**src/rtl/dual_temp_reader.sv**
```systemverilog
module dual_temp_reader #(
  parameter int HOLD   = 4,
  parameter int CODE_W = 16,
  parameter int SHIFT  = 2
) (
  input  logic                              clk,
  input  logic                              rst_n,
  input  logic                              start,
  input  logic                              sdat_a,
  input  logic                              sdat_b,
  output logic                              sclk,
  output logic                              csel,
  output logic                              busy,
  output logic                              done,
  output logic signed [CODE_W-SHIFT-1:0]    temp_a,
  output logic signed [CODE_W-SHIFT-1:0]    temp_b,
  output logic                              valid_a,
  output logic                              valid_b
);
  localparam int TEMP_W   = CODE_W - SHIFT;
  localparam int PRE_N    = 5;
  localparam int DATA_N   = 2 * CODE_W;
  localparam int POST_N   = 3;
  localparam int LAST     = PRE_N + DATA_N + POST_N - 1;
  localparam int STEP_W   = $clog2(LAST + 1);
  localparam int HOLD_W   = (HOLD < 2) ? 1 : $clog2(HOLD);

  logic [STEP_W-1:0] step_q;
  logic [HOLD_W-1:0] hold_q;
  logic [CODE_W-1:0] sh_a, sh_b;
  logic              in_pre, in_data, hi_data, hold_end, last_step;

  assign in_pre    = step_q < STEP_W'(PRE_N);
  assign in_data   = !in_pre && (step_q < STEP_W'(PRE_N + DATA_N));
  assign hi_data   = in_data && step_q[0];
  assign hold_end  = hold_q == HOLD_W'(HOLD - 1);
  assign last_step = step_q == STEP_W'(LAST);

  assign sclk = busy && (in_pre  ? step_q[0] :
                         in_data ? hi_data   :
                                   (step_q == STEP_W'(LAST - 1)));
  assign csel = !busy || !(in_data || step_q == STEP_W'(PRE_N - 1));

  function automatic logic code_ok(input logic [CODE_W-1:0] c);
    return (|c) && !(&c);
  endfunction

  always_ff @(posedge clk or negedge rst_n) begin
    if (!rst_n) begin
      busy    <= 1'b0;
      done    <= 1'b0;
      step_q  <= '0;
      hold_q  <= '0;
      sh_a    <= '0;
      sh_b    <= '0;
      temp_a  <= '0;
      temp_b  <= '0;
      valid_a <= 1'b0;
      valid_b <= 1'b0;
    end else begin
      done <= 1'b0;
      if (!busy) begin
        if (start) begin
          busy   <= 1'b1;
          step_q <= '0;
          hold_q <= '0;
        end
      end else begin
        if (hi_data && hold_end) begin
          sh_a <= {sh_a[CODE_W-2:0], sdat_a};
          sh_b <= {sh_b[CODE_W-2:0], sdat_b};
        end
        if (!hold_end) begin
          hold_q <= hold_q + 1'b1;
        end else begin
          hold_q <= '0;
          if (last_step) begin
            busy    <= 1'b0;
            done    <= 1'b1;
            valid_a <= code_ok(sh_a);
            valid_b <= code_ok(sh_b);
            temp_a  <= code_ok(sh_a) ? sh_a[CODE_W-1:SHIFT] : TEMP_W'(0);
            temp_b  <= code_ok(sh_b) ? sh_b[CODE_W-1:SHIFT] : TEMP_W'(0);
          end else begin
            step_q <= step_q + 1'b1;
          end
        end
      end
    end
  end
endmodule

```
**config.mk**
```make
export PLATFORM = sky130hd
export DESIGN_NAME = dual_temp_reader
export DESIGN_NICKNAME = d
export VERILOG_FILES = /design/src/rtl/dual_temp_reader.sv
export SDC_FILE = /design/constraint.sdc
export NUM_CORES = 1
export LEC_CHECK = 0
export BUFFER_PORTS_ARGS = -buffer_cell sky130_fd_sc_hd__buf_2
export CORE_MARGIN = 2
export CORE_UTILIZATION = 35
export DETAILED_ROUTE_END_ITERATION = 10
export PLACE_DENSITY = 0.56
export SYNTH_ARGS = -nofsm -noshare
export SYNTH_HDL_FRONTEND = slang
export SYNTH_SLANG_ARGS = --single-unit
```
**constraint.sdc**
```tcl
create_clock -name clk -period 4 [get_ports clk]
set_clock_uncertainty 0.2 [all_clocks]
set_input_delay 0.4 -clock clk [delete_from_list [all_inputs] [get_ports clk]]
set_output_delay 0.4 -clock clk [all_outputs]
set_load 0.01 [all_outputs]
```
# Word-level counts from Yosys, hierarchy flattened
# Cells that the tools add are included.
[classes]
n_addsub = 2
order_cmp = 2
eq_ne = 6
n_mux = 18
n_reduce_logical = 21
[op_table]
columns = ["op", "n"]
rows = [
  ["AND reduction 16 bit", 2],
  ["OR reduction 16 bit", 2],
  ["two-way mux 14 bit", 2],
  ["two-way mux 6 bit", 4],
  ["equality test 6 bit (second input constant)", 2],
  ["two-way mux 1 bit", 9],
  ["adder 6 x 1 -> 6 bit (second input constant)", 1],
  ["equality test 6 x 3 -> 1 bit (second input constant)", 1],
  ["logical AND 1 bit", 6],
  ["< comparator 6 x 3 -> 1 bit (second input constant)", 1],
  ["< comparator 6 bit (second input constant)", 1],
  ["two-way mux 2 bit", 3],
  ["AND reduction 3 bit", 2],
  ["logical NOT 1 bit", 5],
  ["adder 2 x 1 -> 2 bit (second input constant)", 1],
  ["equality test 2 bit (second input constant)", 1],
  ["logical OR 1 bit", 2],
  ["!= test 2 x 1 -> 1 bit (second input constant)", 1],
  ["!= test 2 bit (second input constant)", 1],
  ["AND reduction 2 bit", 1],
  ["nonzero test 2 bit", 1],
]
[word_totals]
regBits = 72
input_bits = 5
output_inout_bits = 34
word_cells = 59

# Logic depth before layout (Yosys ltp)
# Gate-level depths: netlist of the first run.
[logic_depth]
word_depth = 7
ltp_mapped = 7
ltp_nobuf = 6

# Least setup slack after synthesis of the first run
# OpenSTA, ideal clock, no wires.
[synth_timing]
path_kind = "reg2reg"
startpoint = "register step_q[0]"
endpoint = "register sh_a[0]"
setup_ns = 0.125
t_arrival_ns = 1.775
slack_ns = 1.900
stages_incl_launch_ff = 8
path_buffers = 1
path_cell_list = "dfrtp_1 -> inv_1 -> ha_1 -> and2b_4 -> o21ai_2 -> nor3b_4 -> buf_6 -> mux2_4"
[synth_between]
elab_chain_len = 6
elab_cells_between_ends = 7
[synth_rtl]
columns = ["item", "line", "text"]
rows = [
  ["start: declaration", "28", "logic [STEP_W-1:0] step_q;"],
  ["start signal: assignment", "85", "step_q <= step_q + 1'b1;"],
  ["< comparator 6 x 3 -> 1 bit", "33", "assign in_pre = step_q < STEP_W'(PRE_N);"],
  ["logical NOT 1 bit", "34", "assign in_data = !in_pre && (step_q < STEP_W'(PRE_N + DATA_N));"],
  ["logical AND 1 bit", "34", ""],
  ["logical AND 1 bit (*)", "35", "assign hi_data = in_data && step_q[0];"],
  ["logical AND 1 bit (*)", "69", "if (hi_data && hold_end) begin"],
  ["AND reduction 2 bit (no line) (*)", "-", ""],
  ["end signal: assignment", "70", "sh_a <= {sh_a[CODE_W-2:0], sdat_a};"],
  ["end: declaration", "30", "logic [CODE_W-1:0] sh_a, sh_b;"],
]
# Mark *: on every way between the ends. The rest lies on a longest branch, timed or not.
# A chain may end at the register's enable or synchronous reset.

# Worst setup path after layout of the first run
[layout_timing]
startpoint = "register step_q[0]"
endpoint = "register temp_a[5]"
[layout_between]
elab_chain_len = 2
[layout_rtl]
columns = ["item", "line", "text"]
rows = [
  ["equality test 6 bit", "37", "assign last_step = step_q == STEP_W'(LAST);"],
  ["AND reduction 3 bit (no line)", "-", ""],
  ["end signal: assignment", "82", "temp_a <= code_ok(sh_a) ? sh_a[CODE_W-1:SHIFT] : TEMP_W'(0);"],
  ["end: declaration", "15", "output logic signed [CODE_W-SHIFT-1:0] temp_a,"],
]
# Every way passes these cells.

==> PnR_summary.wiki, run 1 <==
{| class="wikitable"
! Metric !! Value
|-
| Total power draw || 1.92 mW
|-
| Count of endpoints failing setup in the final report || 0
|-
| Wirelength, routed || 5930 µm
|-
| Required time of the critical path || 4080 ps
|-
| Crit-path max cell delay || 750 ps
|-
| Final critical-path setup slack || 1270 ps
|-
| MaxCap Viol Count || 0
|-
| Summed negative setup slack over all endpoints || 0 ps
|-
| Overflow left after global routing || 0
|-
| Number of buffers inserted by post-CTS setup repair || 0
|-
| Port-buffer cells || 38
|-
| Maximum level of the CTS H-tree || 3
|-
| Cell row count || 34
|-
| Total half-perimeter wirelength after legalization and detailed placement || 3990 µm
|-
| Count of instances resized after the clock tree is built || 0
|-
| Path class of the lowest-slack min-delay path || in -> reg
|-
| Post-detailed-route count of antenna-violating nets || 0
|-
| Detail-routed net length per standard cell || 15.7 µm
|-
| First-pass GRT wire length || 10100 µm
|-
| Signal arrival time at the worst endpoint || 2810 ps
|-
| Post-synthesis cell count || 220
|-
| Worst Max-Slew Pin Slew || 1110 ps
|-
| Clock latency on the worst-skew pair || 340 ps
|-
| Post-route cell area || 3590 µm²
|-
| Effective utilization at floorplan || 35.8%
|-
| Cell taking the most area after synthesis || dfrtp_1
|-
| Via count of the first global-routing pass || 1997
|-
| Ranking of synthesized cells by area || dfrtp_1 (58%), mux2_4 (15%), a22o_1 (8.7%)
|-
| Tightest slew margin relative to the limit || 25.8%
|-
| Drt first-iter violations || 31
|-
| Final Critical Period || 2730 ps
|-
| Largest net degree at the start of global routing || 51
|-
| Setup repair after global routing missed its margin || no
|-
| Maximum clock path buffer count || 2
|-
| Max Freq || 0.366 GHz
|-
| Clock edge transition at the registers on the reported setup and hold paths || 80 ps
|-
| Number of synthesized flops with an enable pin || 0
|-
| Instance count after placement with tap cells included || 361
|-
| Global-route total usage across every layer || 13.2%
|-
| Ys Warns || 0
|-
| Num CTS Buffers || 9
|-
| Share of async-settable or async-resettable flops after synthesis || 100%
|-
| Critical Path End Type || flop
|-
| Number of ports placed on the die boundary || 39
|-
| Cell breakdown of the critical path || ha_1, and4bb_4, nand3_1, nor2_2, a22o_1
|-
| Pleak || 1.74 nW
|-
| Final number of hold-violating endpoints || 0
|-
| Post-Syn Nets || 229
|-
| Final worst path period share || 68.3%
|-
| Area growth, synth to finish || 15.7%
|-
| Instance area at placement || 3400 µm²
|-
| Max-slew violations || 0
|-
| Part of the Yosys area used for sequential elements || 58.0%
|-
| Die outline width || 98.2 µm
|-
| Average vias per placed instance || 5.22
|-
| Unique masters post-synth || 34
|-
| Fraction of layout instances using a drive strength above 1 || 35.3%
|-
| Most instantiated flip-flop cell in the synthesis netlist || dfrtp_1
|-
| Crit-path slowest cell || nor2_2
|-
| DRC viols || 0
|-
| Number of sinks handled by clock tree synthesis || 72
|-
| Antenna violations before repair || 0
|-
| Routability congestion estimate || 0.775
|-
| Core occupancy in the finished layout || 41.4%
|-
| WHS || 64.2 ps
|-
| Total die area || 9640 µm²
|-
| Flops & latches, synth || 72
|-
| Element type at the critical path start || flop
|-
| Count leader, synth || dfrtp_1
|-
| Filler cell count in the final layout || 847
|-
| Net total in the final layout || 273
|-
| Power Density || 535 nW/µm²
|-
| Top fanout value on the critical path || 18
|-
| Placeable Area || 8680 µm²
|-
| Yosys top cell area share || 58.0%
|-
| Router iterations before antenna repair || 4
|-
| Average cell area after synthesis || 14.1 µm²
|-
| CTS tree || built
|-
| Final Non-Filler Cells || 377
|-
| Worst vdd ir || 0.202 mV
|-
| Run status || finished clean
|-
| Vias after detailed routing || 1969
|-
| Cell Area, Synth || 3110 µm²
|-
| Most used standard cells in the synthesized netlist || dfrtp_1 (72), a22o_1 (31), mux2_4 (30)
|-
| Worst Path Class, Setup || reg -> reg
|-
| Antenna cells || 0
|-
| Height of the die || 98.2 µm
|-
| Number of hold buffers added after cts || 0
|-
| Clock root buffer master || clkbuf_8
|-
| Worst-case setup slack after placement || 1230 ps
|}
[per-layer routing]
| layer | track usage (%) | part of all wire [%] | vias up |
|---|---|---|---|
| li1 | - | - | 925 |
| met3 | 3.65 | 3.0 | 12 |
| met1 | 17.3 | 47 | 998 |
| met5 | 0 | 0 | - |
| met2 | 21.1 | 49 | 34 |
| met4 | 5.06 | 1.7 | 0 |
[report_power, final]
group          internal (mW)  switching (mW)
clock network          0.276           0.269
logic                  0.218           0.151
registers              0.844           0.165
[final timing paths]
check	end	from	cells after the start	slack, ps
worst max-delay path	temp_a[5]	step_q[0]	5	1270
worst min-delay path	step_q[4]	start	2	60
worst max register to register	temp_a[5]	step_q[0]	5	1270
worst min register to register	temp_a[0]	temp_a[0]	1	300
max in group asynchronous	sh_b[10]	rst_n	2	2610
min in group asynchronous	temp_a[10]	rst_n	1	70
[state kept, by name, indices dropped and copies added (netlist names)]
| register | cells |
|---|---|
| busy | 1 |
| done | 1 |
| hold_q | 2 |
| sh_a | 16 |
| sh_b | 16 |
| step_q | 6 |
| temp_a | 14 |
| temp_b | 14 |
| valid_a | 1 |
| valid_b | 1 |
[cell usage in the layout, fill, tap and decap left out, drive strengths merged, types with 2 or more instances in the layout]
cell type | Yosys | routed
and2 | 3 | 3
ha | 4 | 4
nor2 | 5 | 5
o31ai | 2 | 2
mux2 | 32 | 32
o21ai | 7 | 7
clkbuf | 3 | 12
dfrtp | 72 | 72
a21oi | 5 | 5
nor4 | 10 | 10
nand4 | 12 | 12
a22o | 31 | 31
inv | 4 | 5
buf | 6 | 42
or3 | 2 | 2
clkinv | 0 | 2
nand2 | 8 | 8
[cell families (layout without fill, tap and decap cells)]
group                      after synthesis  count (layout)  synth area share (%)
AOI/OAI and AO/OA                       49              49                  12.3
and+or+nand+nor                         47              47                  9.51
DFF                                     72              72                  58.0
xor gates and xnor gates                 2               2                 0.564
buffers and inverters                   13              62                  2.42
adders and majority gates                4               4                  1.61
muxes                                   33              33                  15.6
[area by class of cell]
type                    count  area [µm²]  area share [%]
repair buffers             42         220            6.13
clock inverters             4        26.3           0.731
inverters                   4        15.0           0.418
flip-flops and latches     72        1800            50.2
well taps                 108         135            3.76
multi-input cells         135        1230            34.2
clock buffers              12         165            4.60
[worst max-delay path: cells and delay by family, from the launching register on]
family                     cells  cell delay [ps]
AOI/OAI and AO/OA              1              230
adders and majority gates      1              220
DFF                            1              460
and+or+nand+nor                3             1550
Power figures use the tool's default switching activity.
==> inputs of run 2 (changes only) <==
PLACE_DENSITY = 0.58   (was 0.56)
clock period = 2.2 ns   (was 4 ns; I/O delays follow)
==> run 2 against run 1 <==
Core utilization grew 2.8 points. Maximum frequency grew 29%. Critical endpoint is now sh_a[9]. Setup slack lost 1200 ps. Highest routed layer unchanged. Power grew 98%. Critical path type unchanged. Hold slack gained 140 ps.
==> PnR_summary.wiki, run 2 (synthesis results as in run 1) <==
{| class="wikitable"
! Metric !! Value
|-
| Count of endpoints failing setup in the final report || 0 (unchanged)
|-
| Max Freq || 0.470 GHz (+29%)
|-
| Vias after detailed routing || 2080 (+5.6%)
|-
| Final worst path period share || 96.7% (+28 points)
|-
| Area occupied by multi-input gates || 1240 µm² (+1.3%)
|-
| Total die area || 9640 µm² (unchanged)
|-
| DRC viols || 0 (unchanged)
|-
| Clock edge transition at the registers on the reported setup and hold paths || 80 ps (about the same)
|-
| Maximum level of the CTS H-tree || 3 (unchanged)
|-
| Final number of hold-violating endpoints || 0 (unchanged)
|-
| Net total in the final layout || 287 (+5.1%)
|-
| Height of the die || 98.2 µm (unchanged)
|-
| Fraction of layout instances using a drive strength above 1 || 38.2% (+2.8 points)
|-
| Wirelength, routed || 6210 µm (+4.7%)
|-
| Required time of the critical path || 2240 ps (-1840 ps)
|-
| Antenna violations before repair || 0 (unchanged)
|-
| Num CTS Buffers || 9 (unchanged)
|-
| Run status || finished clean
|-
| Filler cell count in the final layout || 834 (-1.5%)
|-
| Global-route total usage across every layer || 13.4% (+0.15 points)
|-
| Routability congestion estimate || 0.849 (+9.6%)
|-
| Power Density || 996 nW/µm² (+86%)
|-
| Post-detailed-route count of antenna-violating nets || 0 (unchanged)
|-
| Instance area at placement || 3490 µm² (+2.6%)
|-
| Element type at the critical path start || flop
|-
| Worst vdd ir || 0.470 mV (+130%)
|-
| Final critical-path setup slack || 73.3 ps (-1190 ps)
|-
| Maximum clock path buffer count || 2 (unchanged)
|-
| Die outline width || 98.2 µm (unchanged)
|-
| Clock root buffer master || clkbuf_8
|-
| Summed negative setup slack over all endpoints || 0 ps (unchanged)
|-
| Worst Max-Slew Pin Slew || 524 ps (-589 ps)
|-
| Drt first-iter violations || 80 (+160%)
|-
| Clock latency on the worst-skew pair || 350 ps (about the same)
|-
| Largest net degree at the start of global routing || 73 (+43%)
|-
| Number of sinks handled by clock tree synthesis || 72 (unchanged)
|-
| Worst-case setup slack after placement || 25.1 ps (-1210 ps)
|-
| Via count of the first global-routing pass || 1995 (-0.10%)
|-
| Most common library cell in the layout ignoring fill and taps || dfrtp_1
|-
| Post-route cell area || 3830 µm² (+6.7%)
|-
| Antenna cells || 0 (unchanged)
|-
| CTS tree || built
|-
| Average vias per placed instance || 5.32 (+1.9%)
|-
| Count of cells along the worst register-to-register path || 8 (+3)
|-
| Path class of the lowest-slack min-delay path || in -> async
|-
| Commonest cells after routing, fill and taps aside || dfrtp_1 (72), buf_2 (38), a22o_1 (31)
|-
| Port-buffer cells || 38 (unchanged)
|-
| Number of ports placed on the die boundary || 39 (unchanged)
|-
| Cell row count || 34 (unchanged)
|-
| Detail-routed net length per standard cell || 15.9 µm (+0.99%)
|-
| Leading registers by flop count || sh_a x16, sh_b x16
|-
| R2R setup slack || 70 ps (-1190 ps)
|-
| Router iterations before antenna repair || 4 (unchanged)
|-
| MaxCap Viol Count || 0 (unchanged)
|-
| Total half-perimeter wirelength after legalization and detailed placement || 4060 µm (+2.0%)
|-
| Critical Path End Type || flop
|-
| Max-slew violations || 0 (unchanged)
|-
| Reg area || 1800 µm² (unchanged)
|-
| Effective utilization at floorplan || 35.8% (unchanged)
|-
| Signal arrival time at the worst endpoint || 2160 ps (-650 ps)
|-
| Setup repair after global routing missed its margin || yes
|-
| Worst Path Class, Setup || reg -> reg
|-
| Final Critical Period || 2130 ps (-606 ps)
|-
| Pleak || 1.84 nW (+5.5%)
|-
| Top fanout value on the critical path || 16 (-2)
|-
| Worst reg2reg path startpoint || step_q[0]
|-
| Placeable Area || 8680 µm² (unchanged)
|-
| First-pass GRT wire length || 10200 µm (+0.75%)
|-
| Area growth, synth to finish || 23.4%
|-
| Tightest slew margin relative to the limit || 64.7% (+39 points)
|-
| Crit Reg-Reg Endpoint || sh_a[9]
|-
| Overflow left after global routing || 0 (unchanged)
|}
## run 2: changes by cell type in the layout (fill, tap and decap cells not counted), moves of 2 or more
cell / previous run / this run
buf_12: 0 / 4
clkbuf_8: 12 / 9
bufinv_16: 0 / 2
dlygate4sd3_1: 0 / 4
buf_4: 4 / 8
inv_2: 0 / 2
inv_1: 4 / 2
clkinv_2: 2 / 0
## run 2: cell type report
type | instances | share of cell area [%]
flip-flops and latches | 72 | 47.0
multi-input cells | 135 | 32.5
repair buffers | 56 | 10.6
well taps | 108 | 3.53
clock buffers | 9 | 3.23
clock inverters | 7 | 2.71
inverters | 4 | 0.392
## run 2: how the worst max path moves through the flow
| stage | start | to | slack [ps] | cells past startpoint |
|---|---|---|---|---|
| after detailed placement | step_q[0] | sh_b[1] | 30 | 7 |
| final | step_q[0] | sh_a[9] | 70 | 8 |
| after floorplan | step_q[0] | sh_a[0] | 100 | 7 |
| after global placement | step_q[0] | sh_b[1] | 30 | 7 |
| after global routing | step_q[1] | sh_a[3] | -10 | 8 |
| after CTS | step_q[1] | temp_a[3] | 10 | 5 |
## run 2: power by group
part	total, mW	internal [mW]	switching (mW)	leakage, nW
registers	1.82	1.53	0.288	0.973
clock network	1.18	0.652	0.533	0.108
logic	0.807	0.480	0.326	0.757
total	3.81	2.67	1.15	1.84
## run 2: layer usage
layer | up-vias | wire (µm) | global-route usage (%)
met5 | - | 0 | 0
met4 | 0 | 92 | 5.06
met3 | 7 | 270 | 4.15
met2 | 53 | 3000 | 20.4
met1 | 1067 | 2850 | 18.0
li1 | 953 | - | -
## run 2: metrics by stage
stage          hold WS (ps)  util (%)  std cells  power, mW
3_5_place_dp           85.7      40.2        366       2.57
4_1_cts                 234      43.4        386       3.79
5_1_grt                 280      44.1        391       4.03
6_report                203      44.1        391       3.81
3_3_place_gp           71.4      40.2        366       2.55
2_1_floorplan          -276         -        220       2.31
## run 2: critical path, cell delays in order (launching register included)
cell and delay [ps]:
dfrtp_1 430, inv_2 80, ha_1 130, and2b_4 200, o21ai_4 150, nor3b_4 200, buf_6 150, buf_12 170
mux2_4 310
## run 2: what timing repair did
item	4_1_cts	5_1_grt
setup endpoints to repair	2	49
pin swaps	0	2
buffers inserted	0	4
hold endpoints to repair	76	0
resized for setup	2	5
hold buffers	4	0
cloned	0	1
==> inputs of run 3 (changes only) <==
CORE_MARGIN = not set   (was 2)
REMOVE_ABC_BUFFERS = 1   (was not set)
==> run 3 against run 2 <==
Sequential share of layout area is 0.41 points lower. Final area rose by 0.88%. Clock-buffer cell count grew 1. Via count decreased by 2.2%. Core utilization grew 2.0 points. Register-to-register slack got worse by 30 ps. Routed wire length up 2.0%. Hold slack worse by 19 ps. Critical path depth is the same. Global-route usage grew 1.5 points. Combinational power about the same. Largest power group unchanged. Highest routed layer unchanged.
==> PnR_summary.wiki, run 3 (synthesis results as in run 1) <==
{| class="wikitable"
! Metric !! Value
|-
| Total die area || 9250 µm² (-4.0%)
|-
| Total half-perimeter wirelength after legalization and detailed placement || 3900 µm (-4.1%)
|-
| Number of ports placed on the die boundary || 39 (unchanged)
|-
| Combinational power share || 20.4% (-0.8 points)
|-
| Drt first-iter violations || 70 (-13%)
|-
| Area growth, synth to finish || 24.5%
|-
| Average vias per placed instance || 5.23 (-1.7%)
|-
| Worst-case setup slack after placement || -6.88 ps (-32.0 ps)
|-
| Final number of hold-violating endpoints || 0 (unchanged)
|-
| Clock edge transition at the registers on the reported setup and hold paths || 80 ps (about the same)
|-
| MaxCap Viol Count || 0 (unchanged)
|-
| Worst vdd ir || 0.651 mV (+39%)
|-
| Commonest cells after routing, fill and taps aside || dfrtp_1 (72), buf_2 (38), mux2_4 (32)
|-
| Switching share of power || 28.6% (-1.5 points)
|-
| Crit-path slowest cell || dfrtp_1
|-
| Most common library cell in the layout ignoring fill and taps || dfrtp_1
|-
| Total power draw || 3.93 mW (+3.1%)
|-
| Final Critical Period || 2160 ps (+31.3 ps)
|-
| Cell breakdown of the critical path || inv_2, ha_1, and2b_4, o21ai_4, nor3b_4, buf_4, clkbuf_16, mux2_4
|-
| Switching power || 1.13 mW (-2.0%)
|-
| Area occupied by multi-input gates || 1260 µm² (+1.0%)
|-
| Post-detailed-route count of antenna-violating nets || 0 (unchanged)
|-
| Max-slew violations || 0 (unchanged)
|-
| DRC viols || 0 (unchanged)
|-
| Net total in the final layout || 288 (+0.35%)
|-
| Overflow left after global routing || 0 (unchanged)
|-
| Final worst path period share || 98.1% (+1.4 points)
|-
| Tightest slew margin relative to the limit || 64.2% (-0.55 points)
|-
| Antenna violations before repair || 0 (unchanged)
|-
| Internal Pwr Total || 2.81 mW (+5.2%)
|-
| Maximum level of the CTS H-tree || 3 (unchanged)
|-
| First-pass GRT wire length || 10200 µm (+0.54%)
|-
| Crit-path max cell delay || 420 ps (about the same)
|-
| Filler cell count in the final layout || 748 (-10%)
|-
| Leading registers by flop count || sh_a x16, sh_b x16
|-
| Via count of the first global-routing pass || 2002 (+0.35%)
|-
| Detail-routed net length per standard cell || 16.3 µm (+2.5%)
|-
| Die outline width || 96.2 µm (-2.0%)
|-
| Worst Max-Slew Pin Slew || 532 ps (+8.14 ps)
|-
| Element type at the critical path start || flop
|-
| Power Density || 1020 nW/µm² (+2.2%)
|-
| Clock latency on the worst-skew pair || 340 ps (about the same)
|-
| Setup repair after global routing missed its margin || yes
|-
| Fraction of layout instances using a drive strength above 1 || 39.1% (+0.92 points)
|-
| Count of endpoints failing setup in the final report || 0 (unchanged)
|-
| Routability congestion estimate || 0.776 (-8.6%)
|-
| Run status || finished clean
|-
| Placeable Area || 8380 µm² (-3.4%)
|-
| Pleak || 1.86 nW (+1.3%)
|-
| Clock network power share || 33.1% (+2.0 points)
|-
| Num CTS Buffers || 9 (unchanged)
|-
| Top fanout value on the critical path || 8 (-8)
|-
| Clock root buffer master || clkbuf_8
|-
| Global-route total usage across every layer || 14.9% (+1.5 points)
|-
| CTS tree || built
|-
| Largest net degree at the start of global routing || 51 (-30%)
|-
| Required time of the critical path || 2230 ps (about the same)
|-
| Router iterations before antenna repair || 4 (unchanged)
|-
| Height of the die || 96.2 µm (-2.0%)
|-
| Vias after detailed routing || 2034 (-2.2%)
|-
| Count of cells along the worst register-to-register path || 8 (unchanged)
|-
| Signal arrival time at the worst endpoint || 2190 ps (+30 ps)
|-
| Maximum clock path buffer count || 2 (unchanged)
|-
| Critical Path End Type || flop
|-
| Sequential fraction of design power || 46.5% (-1.3 points)
|-
| Effective utilization at floorplan || 37.1% (+1.3 points)
|-
| Final critical-path setup slack || 42.0 ps (-31.3 ps)
|-
| Port-buffer cells || 38 (unchanged)
|-
| Worst Path Class, Setup || reg -> reg
|-
| Wirelength, routed || 6330 µm (+2.0%)
|-
| Path class of the lowest-slack min-delay path || in -> async
|-
| Number of sinks handled by clock tree synthesis || 72 (unchanged)
|-
| Reg area || 1800 µm² (unchanged)
|-
| Cell row count || 33 (-2.9%)
|-
| Max Freq || 0.463 GHz (-1.4%)
|-
| Antenna cells || 0 (unchanged)
|}
## run 3: cell count changes in the layout (fill, tap and decap cells not counted), moves of 2 or more
cell    change
buf_12      -2
buf_4       +2
mux2_1      -2
mux2_4      +2
## run 3: power by group through the flow
stage / clock network [mW] / logic [mW] / registers [mW]
6_report: 1.30 / 0.804 / 1.83
2_1_floorplan: 0 / 0.539 / 1.77
4_1_cts: 1.33 / 0.774 / 1.82
3_5_place_dp: 0 / 0.715 / 1.85
5_1_grt: 1.39 / 0.887 / 1.87
3_3_place_gp: 0 / 0.702 / 1.84
## run 3: area by class of cell
class | count | share of cell area (%)
clock buffer | 10 | 3.56
clock inverter | 6 | 2.98
inverter | 4 | 0.388
multi-input combinational | 135 | 32.5
sequential | 72 | 46.6
tap | 105 | 3.40
timing repair buffer | 57 | 10.5
## run 3: worst paths after layout
path / endpoint / slack [ps] / start
min: valid_b / 180 / rst_n
max in group asynchronous: temp_a[13] / 970 / rst_n
max reg2reg: sh_b[9] / 40 / step_q[0]
min in group clk: hold_q[0] / 300 / hold_q[0]
max: sh_b[9] / 40 / step_q[0]
min reg2reg: hold_q[0] / 300 / hold_q[0]
## run 3: stage by stage
step                hold WS [ps]  cell area [µm²]  cells  utilization, %  setup TNS (ps)
detailed placement          35.2             3450    362            41.2           -10.8
floorplan                   -276             3050    211               -          -33960
global route                 224             3860    389            46.1            -307
CTS                          185             3780    383            45.1               0
finish                       184             3860    389            46.1               0
global placement            30.6             3450    362            41.2               0
## run 3: worst max-delay path: cells and delay by family, from the launching register on
| kind | cells | cell delay, ps |
|---|---|---|
| AO/OA/AOI/OAI | 1 | 140 |
| adder cells (fa/ha/maj) | 1 | 150 |
| buffers and inverters | 3 | 420 |
| flip-flops | 1 | 420 |
| multiplexers | 1 | 290 |
| AND/OR/NAND/NOR | 2 | 420 |
## run 3: layer usage
layer / track usage, % / part of all wire [%]
met2: 21.5 / 44
met4: 6.22 / 1.2
met1: 20.7 / 51
met5: 0 / 0
met3: 4.27 / 3.5
## run 3: what timing repair did
| item | in CTS | in global routing |
|---|---|---|
| endpoints found under the hold margin | 25 | 0 |
| cloned | 0 | 3 |
| hold buffers | 4 | 0 |
| pin swaps | 0 | 0 |
| gates resized for setup | 5 | 3 |
| endpoints found under the setup margin | 36 | 34 |
| setup buffers | 1 | 3 |
